### config.mk
export PLATFORM = sky130hd
export DESIGN_NAME = sdram_cmd_decode
export DESIGN_NICKNAME = d
export VERILOG_FILES = /design/src/rtl/sdram_cmd_pkg.sv /design/src/rtl/sdram_pin_classify.sv /design/src/rtl/sdram_bank_select.sv /design/src/rtl/sdram_cmd_decode.sv
export SDC_FILE = /design/constraint.sdc
export NUM_CORES = 1
export LEC_CHECK = 0
export CAP_MARGIN = 5
export CORE_AREA = 8 8 50 52
export CTS_BUF_LIST = sky130_fd_sc_hd__clkbuf_8
export DETAILED_ROUTE_END_ITERATION = 7
export DIE_AREA = 0 0 58 60
export DONT_BUFFER_PORTS = 1
export GPL_ROUTABILITY_DRIVEN = 0
export PLACE_DENSITY_LB_ADDON = 0.08
export SYNTH_ARGS = -nofsm -noshare
export SYNTH_HDL_FRONTEND = slang
export SYNTH_HIERARCHICAL = 1
export SYNTH_SLANG_ARGS = --single-unit
### constraint.sdc
create_clock -name clk -period 0.8 [get_ports clk]
set_clock_uncertainty 0.1 [all_clocks]
set_input_delay 0.12 -clock clk [delete_from_list [all_inputs] [get_ports clk]]
set_output_delay 0.12 -clock clk [all_outputs]
set_load 0.05 [all_outputs]
### src/rtl/sdram_cmd_pkg.sv
package sdram_cmd_pkg;

    typedef enum logic [2:0] {
        OP_NOP = 3'd0,
        OP_ACT = 3'd1,
        OP_RD  = 3'd2,
        OP_WR  = 3'd3,
        OP_PRE = 3'd4,
        OP_BST = 3'd5,
        OP_REF = 3'd6,
        OP_MRS = 3'd7
    } cmd_op_e;

    // Commands that address exactly one bank through the bank pins.
    function automatic logic op_hits_one_bank(input cmd_op_e op);
        return (op == OP_ACT) || (op == OP_RD) || (op == OP_WR);
    endfunction

    // Column accesses, which carry the self-closing flag.
    function automatic logic op_is_column(input cmd_op_e op);
        return (op == OP_RD) || (op == OP_WR);
    endfunction

endpackage

### src/rtl/sdram_pin_classify.sv
module sdram_pin_classify
    import sdram_cmd_pkg::*;
(
    input  logic    cs_n,
    input  logic    ras_n,
    input  logic    cas_n,
    input  logic    we_n,
    output cmd_op_e op
);

    always_comb begin
        if (cs_n) begin
            op = OP_NOP;
        end else begin
            case ({ras_n, cas_n, we_n})
                3'b111: op = OP_NOP;
                3'b011: op = OP_ACT;
                3'b101: op = OP_RD;
                3'b100: op = OP_WR;
                3'b010: op = OP_PRE;
                3'b110: op = OP_BST;
                3'b001: op = OP_REF;
                3'b000: op = OP_MRS;
                default: op = OP_NOP;
            endcase
        end
    end

endmodule

### src/rtl/sdram_bank_select.sv
module sdram_bank_select
    import sdram_cmd_pkg::*;
#(
    parameter  int BANK_W    = 2,
    localparam int NUM_BANKS = 1 << BANK_W
) (
    input  cmd_op_e               op,
    input  logic [BANK_W-1:0]    bank_pins,
    input  logic                  a10,
    output logic [BANK_W-1:0]    bank_o,
    output logic [NUM_BANKS-1:0] mask_o,
    output logic                  all_o,
    output logic                  auto_pre_o
);

    logic [NUM_BANKS-1:0] single_mask;

    for (genvar g = 0; g < NUM_BANKS; g++) begin : g_bank_hit
        assign single_mask[g] = (bank_pins == BANK_W'(g));
    end

    always_comb begin
        bank_o     = '0;
        mask_o     = '0;
        all_o      = 1'b0;
        auto_pre_o = 1'b0;
        if (op_hits_one_bank(op)) begin
            bank_o     = bank_pins;
            mask_o     = single_mask;
            auto_pre_o = op_is_column(op) & a10;
        end else if (op == OP_PRE) begin
            if (a10) begin
                all_o  = 1'b1;
                mask_o = '1;
            end else begin
                bank_o = bank_pins;
                mask_o = single_mask;
            end
        end
    end

endmodule

### src/rtl/sdram_cmd_decode.sv
module sdram_cmd_decode
    import sdram_cmd_pkg::*;
#(
    parameter  int ADDR_W    = 13,
    parameter  int BANK_W    = 2,
    parameter  int AP_BIT    = 10,
    localparam int NUM_BANKS = 1 << BANK_W
) (
    input  logic                  clk,
    input  logic                  rst_n,
    input  logic                  cs_n,
    input  logic                  ras_n,
    input  logic                  cas_n,
    input  logic                  we_n,
    input  logic [BANK_W-1:0]    bank,
    input  logic [ADDR_W-1:0]    addr,
    output logic                  cmd_valid,
    output logic [2:0]            cmd_op,
    output logic [BANK_W-1:0]    cmd_bank,
    output logic [NUM_BANKS-1:0] cmd_bank_mask,
    output logic                  cmd_auto_pre,
    output logic                  cmd_all_banks,
    output logic [ADDR_W-1:0]    cmd_addr
);

    typedef struct packed {
        logic                 valid;
        cmd_op_e              op;
        logic [BANK_W-1:0]    bank;
        logic [NUM_BANKS-1:0] mask;
        logic                 auto_pre;
        logic                 all_banks;
        logic [ADDR_W-1:0]    addr;
    } rec_t;

    rec_t rec_d, rec_q;

    cmd_op_e              raw_op;
    logic [BANK_W-1:0]    sel_bank;
    logic [NUM_BANKS-1:0] sel_mask;
    logic                 sel_all;
    logic                 sel_ap;

    sdram_pin_classify i_classify (
        .cs_n  (cs_n),
        .ras_n (ras_n),
        .cas_n (cas_n),
        .we_n  (we_n),
        .op    (raw_op)
    );

    sdram_bank_select #(.BANK_W(BANK_W)) i_bank_sel (
        .op         (raw_op),
        .bank_pins  (bank),
        .a10        (addr[AP_BIT]),
        .bank_o     (sel_bank),
        .mask_o     (sel_mask),
        .all_o      (sel_all),
        .auto_pre_o (sel_ap)
    );

    always_comb begin
        rec_d           = '0;
        rec_d.op        = raw_op;
        rec_d.valid     = (raw_op != OP_NOP);
        rec_d.bank      = sel_bank;
        rec_d.mask      = sel_mask;
        rec_d.auto_pre  = sel_ap;
        rec_d.all_banks = sel_all;
        rec_d.addr      = rec_d.valid ? addr : '0;
    end

    always_ff @(posedge clk or negedge rst_n) begin
        if (!rst_n) begin
            rec_q <= '0;
        end else begin
            rec_q <= rec_d;
        end
    end

    assign cmd_valid     = rec_q.valid;
    assign cmd_op        = rec_q.op;
    assign cmd_bank      = rec_q.bank;
    assign cmd_bank_mask = rec_q.mask;
    assign cmd_auto_pre  = rec_q.auto_pre;
    assign cmd_all_banks = rec_q.all_banks;
    assign cmd_addr      = rec_q.addr;

endmodule

# After elaboration in Yosys (flattened, before gate mapping)
# Memory sizes are Yosys's and may differ from the RTL's.
# Cells that the tools add are included.
[totals] regBits=25 latchBits=0 ram_bits=0 rom_bits=24 in_bits=21 out_inout_bits=25 wordCells=33 n_memories=1
[op_classes] addsub=0 mul=0 div=0 order_cmp=0 n_eq_ne=7 shifts=0 mux=12 bitwise_logic=1 reduce_logical=5
[mem_list] memory="(no name shown)" words=8 word_bits=3 read_ports=1 rd_ports_with_merged_regs=0 write_ports=0 line_no="sdram_pin_classify.sv:15" text="case ({ras_n, cas_n, we_n})"
[op_table] operator="13-bit two-way mux" n=1
[op_table] operator="4-bit two-way mux" n=3
[op_table] operator="3-bit by 2-bit == test with 1-bit output, second input constant" n=2
[op_table] operator="2-bit two-way mux" n=3
[op_table] operator="2-bit == test, second input constant" n=2
[op_table] operator="1-bit two-way mux" n=4
[op_table] operator="3-bit by 1-bit == test with 1-bit output, second input constant" n=1
[op_table] operator="3-bit == test, second input constant" n=1
[op_table] operator="1-bit logical OR" n=3
[op_table] operator="3-bit two-way mux" n=1
[op_table] operator="3-bit nonzero test" n=1
[op_table] operator="2-bit by 1-bit == test with 1-bit output, second input constant" n=1
[op_table] operator="2-bit zero test" n=1
[op_table] operator="1-bit AND" n=1

# Depth between registers and ports, before layout
# Gate-level depths: netlist (run 1).
# An unclocked memory read counts as a cell.
[logic_depth] depth_word=6 ltp_mapped=5 depth_no_buf=5

# By module
# The synthesis (run 1) kept the hierarchy.
[by_module_without_submodules] module="sdram_cmd_decode" instances=1 cells_per_inst=42 area_per_inst_um2=773.2 seq_area_each_um2=625.6
[by_module_without_submodules] module="sdram_bank_select" instances=1 cells_per_inst=16 area_per_inst_um2=97.6 seq_area_each_um2=0.0
[by_module_without_submodules] module="sdram_pin_classify" instances=1 cells_per_inst=7 area_per_inst_um2=51.3 seq_area_each_um2=0.0

# Worst setup path before layout (run 1)
# No wires, ideal clock.
[synth_path] path_kind="in2reg" from="in ras_n" to="reg rec_q, in the netlist cmd_bank[0]" setup_time_ns=0.066 arrival_ns=1.655 required_ns=0.634 path_slack_ns=-1.021 path_stages=5 path_buffers=0 path_cell_list="nor2b_1 > a211oi_1 > or4b_1 > o21ai_0 > and2_1"
[synth_lines] element="start: declaration" line_no="sdram_cmd_decode.sv:12" text="input logic ras_n,"
[synth_lines] element="end signal: assignment" line_no="sdram_cmd_decode.sv:77" text="rec_q <= rec_d;"
[synth_lines] element="end: declaration" line_no="sdram_cmd_decode.sv:36" text="rec_t rec_d, rec_q;"

==> summary.md, run 1 <==
| Metric | Value |
|---|---|
| Peak supply drop | `~1.3 mV` |
| Non-filler cells, final | `between 100 and 150` |
| Detail Route Antenna Nets | `0` |
| M2 GR Usage | `a little under a fifth` |
| FMAX | `between 800 and 900 MHz` |
| Clock sinks | `25` |
| CTS buffer count | `3` |
| Leak | `0.546 nW` |
| GR Util met3 | `roughly 3.9%` |
| Tightest Pin Transition | `249 ps` |
| DRC | `0` |
| Avg Cell Area, Syn | `around 14 µm²` |
| GRT Overall Usage | `12.0%` |
| Die ar. | `between 0.003 and 0.004 mm²` |
| WHS | `-550 ps` |
| Int Power | `1.91 mW` |
| Clock root cell | `clkbuf_8` |
| CP endpoint kind | `register` |
| Htree depth | `1` |
| Flop pwr share | `63.5%` |
| Register area share after synthesis | `roughly 68%` |
| Power per cell area | `around 2200 mW/mm²` |
| Syn Std Cell Area | `~920 µm²` |
| Mapped Nets | `86` |
| RSZ-0062 raised after global routing | `true` |
| Most Used Layer, Global Route | `met2` |
| Area growth syn-to-layout | `36.2%` |
| Finished Core Util | `between 60% and 70%` |
| #FFs+latches synth | `25` |
| Share of layout cells above drive strength 1 | `47.7%` |
| Failing checks | `negative hold slack, negative setup slack` |
| Top-area cell type share of the netlist area | `67.8%` |
| Via count | `570` |
| Largest net degree at the start of global routing | `26` |
| Cell taking the most area after synthesis | `dfrtp_1` |
| First-pass GRT wire length | `around 3200 µm` |
| CTS max path bufs | `2` |
| Vias in the first global route | `approximately 630` |
| Yosys warns | `6` |
| Dpl hpwl | `roughly 1400 µm` |
| Clock power share | `~24%` |
| Port Buffers | `0` |
| Routing usage on met1 | `14.3%` |
| Gate Count Post-Synth | `65` |
| Fin crit period | `about 1200 ps` |
| Sw Ratio | `between 30% and 40%` |
| Number of fillers in the final layout | `around 130` |
| Max transition margin | `a little over four fifths` |
| Worst EP required | `roughly 900 ps` |
| Site Rows | `16` |
| Final WS setup | `-413 ps` |
| # setup viols final | `48` |
| Initial antenna violation count | `0` |
| Clk slew on worst S/H paths | `80 ps` |
| Max cap viols | `0` |
| Fin area | `0.00126 mm²` |
| DP Cell Count | `87` |
| Placed cell area | `approximately 0.0010 mm²` |
| Initial Util | `between 50% and 60%` |
| CTS Hold Bufs | `14` |
| GRT overflow | `0` |
| Critical path launch point type | `input port` |
| Final period util | `152%` |
| Arr. time, crit path | `between 1000 and 1500 ps` |
| Boundary pin count | `between 40 and 50` |
| Final wirelength | `roughly 1900 µm` |
| Status | `finished, violations left` |
| Core outline area | `approximately 0.0018 mm²` |
| Vias per cell | `between 5 and 6` |
| # diodes | `0` |
| DR WL/cell | `around 18 µm` |
| Final hold viol count | `30` |
| Chip height | `roughly 60 µm` |
| Crit-path max FO | `3` |
| Psw | `855 µW` |
| Die Width | `~58 µm` |
| Logic pwr share | `12.1%` |
| Library cells used by synthesis | `22` |
| Hold Crit Class | `in2async` |
| Top cells by area, synth | `dfrtp_1 68%, o31a_1 9.5%, o31a_2 3.3%` |
| Clock tree from TritonCTS | `done` |
| Max-slew violations | `0` |
| Layout Nets | `between 100 and 150` |
| DR pass1 iterations | `3` |
| Initial DRC count | `3` |
| CP Class | `in2reg` |
==> cell families (layout without fill, tap and decap cells) <==
| family | Yosys count | after routing | share of synthesized area [%] |
|---|---|---|---|
| flops | 25 | 25 | 67.8 |
| simple gates | 15 | 15 | 10.0 |
| xor+xnor | 1 | 1 | 0.950 |
| compound gates | 19 | 19 | 16.6 |
| buf+inv | 4 | 27 | 2.98 |
| mux | 1 | 1 | 1.63 |
==> critical path, cell delays in order <==
cell	delay [ps]
and2b_1	190
mux2_4	310
or4b_1	460
o21ai_1	100
and2_1	140
==> cell usage in the layout (no fill, tap or decap), drive strengths merged, types with 2 or more instances in the layout <==
| cell type | synthesis | final |
|---|---|---|
| and2 | 2 | 2 |
| and2b | 2 | 2 |
| buf | 3 | 8 |
| clkbuf | 0 | 3 |
| dfrtp | 25 | 25 |
| dlygate4sd3 | 0 | 13 |
| inv | 1 | 2 |
| nand2b | 2 | 2 |
| nor2 | 3 | 3 |
| o21ai | 4 | 4 |
| o31a | 13 | 13 |
==> power by group through the flow <==
stage	Sequential [mW]	Clock, mW	Combinational (mW)
after global placement	1.79	0	0.256
after detailed placement	1.79	0	0.259
after global routing	1.77	0.755	0.369
final	1.76	0.675	0.333
after floorplan	1.79	0	0.160
after CTS	1.76	0.718	0.329
==> synthesized netlist by cell type <==
| cell type | instances |
|---|---|
| a211oi_1 | 1 |
| and2_1 | 2 |
| and2b_1 | 2 |
| and3b_2 | 1 |
| buf_2 | 1 |
| buf_4 | 1 |
| buf_6 | 1 |
| dfrtp_1 | 25 |
| inv_1 | 1 |
| mux2_4 | 1 |
| nand2_1 | 1 |
| nand2b_1 | 2 |
| nand3_1 | 1 |
| nor2_1 | 3 |
| nor2b_1 | 1 |
| o21ai_0 | 4 |
| o31a_1 | 10 |
| o31a_2 | 3 |
| o31ai_1 | 1 |
| or3_1 | 1 |
| or4b_1 | 1 |
| xor2_1 | 1 |
==> metrics by stage <==
step / total power [mW] / hold WS (ps) / setup slack, ps / setup TNS [ps]
6_report: 2.77 / -550 / -413 / -11290
5_1_grt: 2.89 / -568 / -451 / -12880
4_1_cts: 2.81 / -561 / -403 / -11620
3_5_place_dp: 2.05 / -275 / -691 / -11650
3_3_place_gp: 2.04 / -275 / -660 / -11290
2_1_floorplan: 1.95 / -276 / -655 / -10130
==> flip-flops by register name, summed over array words and instances (netlist names) <==
register       cells
cmd_valid          1
cmd_bank_mask      4
cmd_op             3
cmd_addr          13
cmd_auto_pre       1
cmd_bank           2
cmd_all_banks      1
==> layer usage <==
layer,up-vias,share of wire (%)
li1,279,-
met1,263,42
met2,26,47
met3,2,8.8
met4,0,1.6
met5,-,0
==> path summary, 6_finish.rpt <==
kind,from,depth (start not counted),slack (ps),endpoint
worst min-delay path,rst_n,0,-550,cmd_addr[9]
min in group clk,bank[0],1,-150,cmd_bank_mask[0]
worst max-delay path,ras_n,5,-410,cmd_bank[0]
max in group asynchronous,rst_n,0,1070,cmd_bank_mask[0]
==> layout make-up <==
class | count | area [µm²] | share of cell area [%]
timing repair buffer | 22 | 239 | 19.0
multi-input combinational | 36 | 292 | 23.2
clock buffer | 3 | 41.3 | 3.29
inverter | 1 | 3.75 | 0.299
sequential | 25 | 654 | 52.1
tap | 18 | 22.5 | 1.79
clock inverter | 1 | 3.75 | 0.299
==> repair_timing <==
action                     in CTS  in global routing
pin swaps                       2                  1
hold endpoints to repair       46                 30
setup buffers                   2                  0
setup endpoints to repair      47                 48
gates resized for setup         2                  3
Note: power is estimated with default switching activity, not from simulation.
==> inputs of run 2 (changes only) <==
ABC_AREA = 1   (was not set)
CORE_AREA = 8 8 53 55   (was 8 8 50 52)
CTS_CLUSTER_SIZE = 24   (was not set)
DIE_AREA = 0 0 61 63   (was 0 0 58 60)
==> run 2 against run 1 <==
Compared with the run above:
- the flow still finishes with violations (negative hold slack, negative setup slack)
- flip-flop and latch count is the same
- final area grew 11%
- setup slack gained 180 ps
- clock-buffer cell count is the same
- sequential share of layout area shrank 4.9 points
- synthesized cell count grew 66%
- area after synthesis grew 16%
- critical path depth shrank 4
- hold slack lost 1.2 ps
- fmax grew 18%
- clock power is essentially flat
- critical endpoint is now cmd_addr[10]
==> summary.md, run 2 <==
| Metric | Value |
|---|---|
| Status | `finished, violations left` |
| Failing checks | `negative hold slack, negative setup slack` |
| Initial DRC count | `16` |
| Register area share after synthesis | `roughly 60%` |
| Tightest Pin Transition | `341 ps` |
| # setup viols final | `25` |
| DR WL/cell | `roughly 14 µm` |
| Final WS setup | `-230 ps` |
| Via count | `between 700 and 800` |
| Layout Nets | `around 150` |
| Yosys warns | `6` |
| Largest net degree at the start of global routing | `26` |
| Final period util | `129%` |
| CTS max path bufs | `2` |
| Critical path launch point type | `register` |
| Avg Cell Area, Syn | `between 9 and 10 µm²` |
| #FFs+latches synth | `25` |
| GR Util met3 | `~4.3%` |
| # diodes | `0` |
| Post-synth EDFFs | `0` |
| Syn Std Cell Area | `0.00107 mm²` |
| Mapped Nets | `roughly 130` |
| Max-slew violations | `0` |
| Initial Util | `51.8%` |
| Area growth syn-to-layout | `30.1%` |
| Arr. time, crit path | `~800 ps` |
| Library cells used by synthesis | `16` |
| Max FFs per register | `13` |
| Power per cell area | `about 2000 mW/mm²` |
| Final hold viol count | `34` |
| CP Buf/Inv Count | `1` |
| Cell taking the most area after synthesis | `dfrtp_1` |
| RSZ-0062 raised after global routing | `true` |
| Finished Core Util | `between 60% and 70%` |
| WHS | `-551 ps` |
| CP endpoint kind | `output pin` |
| Peak supply drop | `1.17 mV` |
| Routing usage on met1 | `about 11%` |
| Site Rows | `17` |
| Most frequent cell after synthesis | `dfrtp_1` |
| Setup_tns | `-4890 ps` |
| M2 GR Usage | `a little over a fifth` |
| Max transition margin | `about 77%` |
| First-pass GRT wire length | `roughly 3500 µm` |
| Fraction of registers with async set/reset | `between 90% and 100%` |
| Final wirelength | `~2100 µm` |
| Hold Crit Class | `in2async` |
| Leak | `0.650 nW` |
| Htree depth | `1` |
| CTS buffer count | `3` |
| GRT Overall Usage | `a little under an eighth` |
| Crit-path max FO | `1` |
| Peak per-stage delay on the critical path | `around 400 ps` |
| Top cells by area, synth | `dfrtp_1 59%, a21oi_2 7.4%, inv_1 7.0%` |
| Clock root cell | `clkbuf_8` |
| Initial antenna violation count | `0` |
| WP depth | `1` |
| Most frequent cells in the layout | `24 x dfrtp_2, 18 x inv_1, 15 x nand2_1` |
| Setup Fix Bufs, Post-CTS | `0` |
| Top-area cell type share of the netlist area | `58.5%` |
| Clock sinks | `25` |
| Gate Count Post-Synth | `108` |
| Slowest-stage cell, CP | `dfrtp_1` |
| FMAX | `a little under 1000 MHz` |
| Placed cell area | `between 0.001 and 0.0015 mm²` |
| Worst EP required | `roughly 580 ps` |
| Vias in the first global route | `between 700 and 800` |
| Die Width | `approximately 61 µm` |
| Most Used Layer, Global Route | `met2` |
| Die ar. | `0.00384 mm²` |
| DP Cell Count | `approximately 140` |
| Share of layout cells above drive strength 1 | `between 40% and 50%` |
| Fin area | `roughly 0.0014 mm²` |
| Vias per cell | `around 4.7` |
| Max cap viols | `0` |
| Resized Gates After CTS | `0` |
| Detail Route Antenna Nets | `0` |
| Clock tree from TritonCTS | `done` |
| Chip height | `approximately 63 µm` |
| Final Total Pwr | `around 2.8 mW` |
| DRC | `0` |
| Dpl hpwl | `1590 µm` |
| CP top delay family | `flip-flops` |
| Clk slew on worst S/H paths | `~80 ps` |
| Post-Place Setup Slack | `-181 ps` |
| Fin crit period | `~1000 ps` |
| CP Class | `reg2out` |
| Most common cell after layout, fill and taps aside | `dfrtp_2` |
| Port Buffers | `0` |
| Commonest cells post-synth | `25 x dfrtp_1, 20 x inv_1, 17 x nand2_1` |
| Worst-path cell chain | `buf_12` |
| DR pass1 iterations | `4` |
| Boundary pin count | `46` |
| CTS Hold Bufs | `13` |
| Core outline area | `between 0.002 and 0.0025 mm²` |
| GRT overflow | `0` |
| Non-filler cells, final | `around 150` |
| Main synth FF type | `dfrtp_1` |
==> run 2: where the power goes <==
part	switching [mW]	internal (mW)
clock	0.337	0.342
combinational	0.196	0.176
sequential	0.379	1.37
==> run 2: logic make-up (layout without fill, tap and decap cells) <==
logic type	after synthesis	count (layout)	share of synthesized area, %
flip-flops	25	25	58.5
buffers and inverters	27	45	13.1
AND/OR/NAND/NOR	38	38	16.7
AO/OA/AOI/OAI	18	18	11.6
==> run 2: layout make-up <==
| cell class | instances | area (µm²) |
|---|---|---|
| Tap cell | 28 | 35.0 |
| Multi-Input combinational cell | 56 | 355 |
| Inverter | 23 | 106 |
| Timing Repair Buffer | 18 | 193 |
| Clock inverter | 1 | 3.75 |
| Sequential cell | 25 | 656 |
| Fill cell | 178 | 673 |
| Clock buffer | 3 | 41.3 |
==> run 2: how the worst max path moves through the flow <==
stage / startpoint / end / slack [ps]
after detailed placement: we_n / cmd_bank_mask[2] / -180
after global placement: ras_n / cmd_addr[0] / -160
after floorplan: we_n / cmd_addr[10] / -120
final: cmd_addr[10] / cmd_addr[10] / -230
after global routing: cmd_addr[10] / cmd_addr[10] / -260
after CTS: cmd_addr[10] / cmd_addr[10] / -240
==> run 2: per-layer routing <==
layer	vias to the layer above	routed length [µm]
met5	-	0
met4	0	41
met3	4	250
met2	32	1070
met1	327	773
li1	362	-
==> inputs of run 3 (changes only) <==
CORE_AREA = 8 8 46 63   (was 8 8 53 55)
CTS_CLUSTER_DIAMETER = 50   (was not set)
DIE_AREA = 0 0 54 71   (was 0 0 61 63)
REMOVE_ABC_BUFFERS = 1   (was not set)
==> run 3 against run 2 <==
Compared with the run above:
- the run still ends with negative hold slack, negative setup slack left
- via count up 41%
- sequential power decreased by 17%
- fmax decreased by 7.7%
- final area up 41%
- wire length increased by 130%
- sequential share of layout area shrank 15 points
- flip-flop and latch count did not move
- total power increased by 27%
- critical endpoint is now cmd_bank[0]
==> summary.md, run 3 (same netlist as run 2, synthesis figures left out) <==
| Metric | Value |
|---|---|
| Status | `finished, violations left` |
| Failing checks | `negative hold slack, negative setup slack` |
| Clock tree from TritonCTS | `done` |
| Worst-path cell chain | `buf_12` |
| Power per cell area | `around 1800 mW/mm²` |
| CTS Hold Bufs | `14` |
| WP depth | `1` |
| Clk slew on worst S/H paths | `approximately 100 ps` |
| Setup Fix Bufs, Post-CTS | `0` |
| Most common cell after layout, fill and taps aside | `buf_12` |
| DR pass1 iterations | `4` |
| Worst EP required | `roughly 580 ps` |
| Largest net degree at the start of global routing | `26` |
| Area growth syn-to-layout | `83.5%` |
| Site Rows | `20` |
| Setup_tns | `-7760 ps` |
| Initial DRC count | `89` |
| WHS | `-596 ps` |
| Final period util | `139%` |
| CP endpoint kind | `output pin` |
| Initial antenna violation count | `0` |
| # diodes | `0` |
| Peak per-stage delay on the critical path | `430 ps` |
| Critical path launch point type | `register` |
| Final WS setup | `-315 ps` |
| Hold Crit Class | `in2async` |
| Number of fillers in the final layout | `50` |
| Peak supply drop | `between 1.5 and 2 mV` |
| Die ar. | `roughly 0.0038 mm²` |
| DRC | `0` |
| Layout Nets | `roughly 180` |
| Clock sinks | `25` |
| CTS max path bufs | `2` |
| Vias per cell | `5.84` |
| Boundary pin count | `46` |
| RSZ-0062 raised after global routing | `true` |
| CTS buffer count | `3` |
| Via count | `1,022` |
| DR WL/cell | `28.3 µm` |
| GRT Overall Usage | `about 18%` |
| Dpl hpwl | `between 1500 and 2000 µm` |
| Die Width | `approximately 54 µm` |
| Clock root cell | `clkbuf_8` |
| # setup viols final | `39` |
| Arr. time, crit path | `around 900 ps` |
| Fin crit period | `between 1000 and 1500 ps` |
| Max transition margin | `between 80% and 90%` |
| Max cap viols | `0` |
| Vias in the first global route | `about 960` |
| Slowest-stage cell, CP | `dfrtp_1` |
| CP Buf/Inv Count | `1` |
| Max FFs per register | `13` |
| Initial Util | `52.1%` |
| Final wirelength | `between 4000 and 5000 µm` |
| Final hold viol count | `30` |
| FMAX | `896 MHz` |
| Most frequent cells in the layout | `27 x buf_12, 25 x dfrtp_1, 17 x inv_1` |
| Detail Route Antenna Nets | `0` |
| Tightest Pin Transition | `between 200 and 300 ps` |
| First-pass GRT wire length | `just under 5000 µm` |
| Leak | `between 0.9 and 1 nW` |
| CP Class | `reg2out` |
| CP top delay family | `flip-flops` |
| Chip height | `71 µm` |
| Share of layout cells above drive strength 1 | `about two fifths` |
| Htree depth | `1` |
| GRT overflow | `0` |
| Port Buffers | `0` |
| Max-slew violations | `0` |
| Core outline area | `between 0.002 and 0.0025 mm²` |
| Crit-path max FO | `1` |
[run 3: cell type report]
class | count | area, µm² | area share [%]
timing repair buffer | 45 | 734 | 37.5
tap | 22 | 27.5 | 1.40
sequential | 25 | 626 | 31.9
multi-input combinational | 56 | 407 | 20.7
clock buffer | 3 | 41.3 | 2.11
inverter | 23 | 120 | 6.13
clock inverter | 1 | 5.00 | 0.255
[run 3: power breakdown]
| part | leakage (nW) | total (mW) | switching [mW] | internal (mW) |
|---|---|---|---|---|
| combinational | 0.598 | 1.28 | 0.699 | 0.579 |
| sequential | 0.320 | 1.45 | 0.0937 | 1.36 |
| clock | 0.0255 | 0.826 | 0.474 | 0.352 |
[run 3: path summary, 6_finish.rpt]
check	from	end	slack, ps
hold / removal	rst_n	cmd_addr[3]	-600
max in group asynchronous	rst_n	cmd_addr[2]	1110
min in group clk	bank[1]	cmd_bank[1]	-90
setup / recovery	cmd_bank[0]	cmd_bank[0]	-320
[run 3: stage by stage]
| stage | worst slack, ps | instances | area, µm² | utilization, % | power, mW |
|---|---|---|---|---|---|
| after detailed placement | -259 | 156 | 1610 | 78.2 | 2.51 |
| after global routing | -328 | 175 | 1960 | 95.5 | 3.61 |
| after floorplan | -271 | 104 | 1010 | - | 1.94 |
| after global placement | -217 | 156 | 1610 | 78.2 | 2.48 |
| final | -315 | 175 | 1960 | 95.5 | 3.56 |
| after CTS | -275 | 174 | 1790 | 87.3 | 3.29 |
[run 3: routing by layer]
metal  vias up  part of all wire [%]  global-route usage [%]
met5         -                     0                       0
met4         0                   5.9                    10.2
met3        23                   9.2                    5.66
met2        89                    53                    32.1
met1       493                    32                    16.1
li1        417                     -                       -
[run 3: repair_timing]
action / in CTS / in global routing
pin swaps: 0 / 6
gates cloned: 0 / 1
gates resized for setup: 0 / 34
setup endpoints to repair: 25 / 46
hold endpoints to repair: 47 / 32
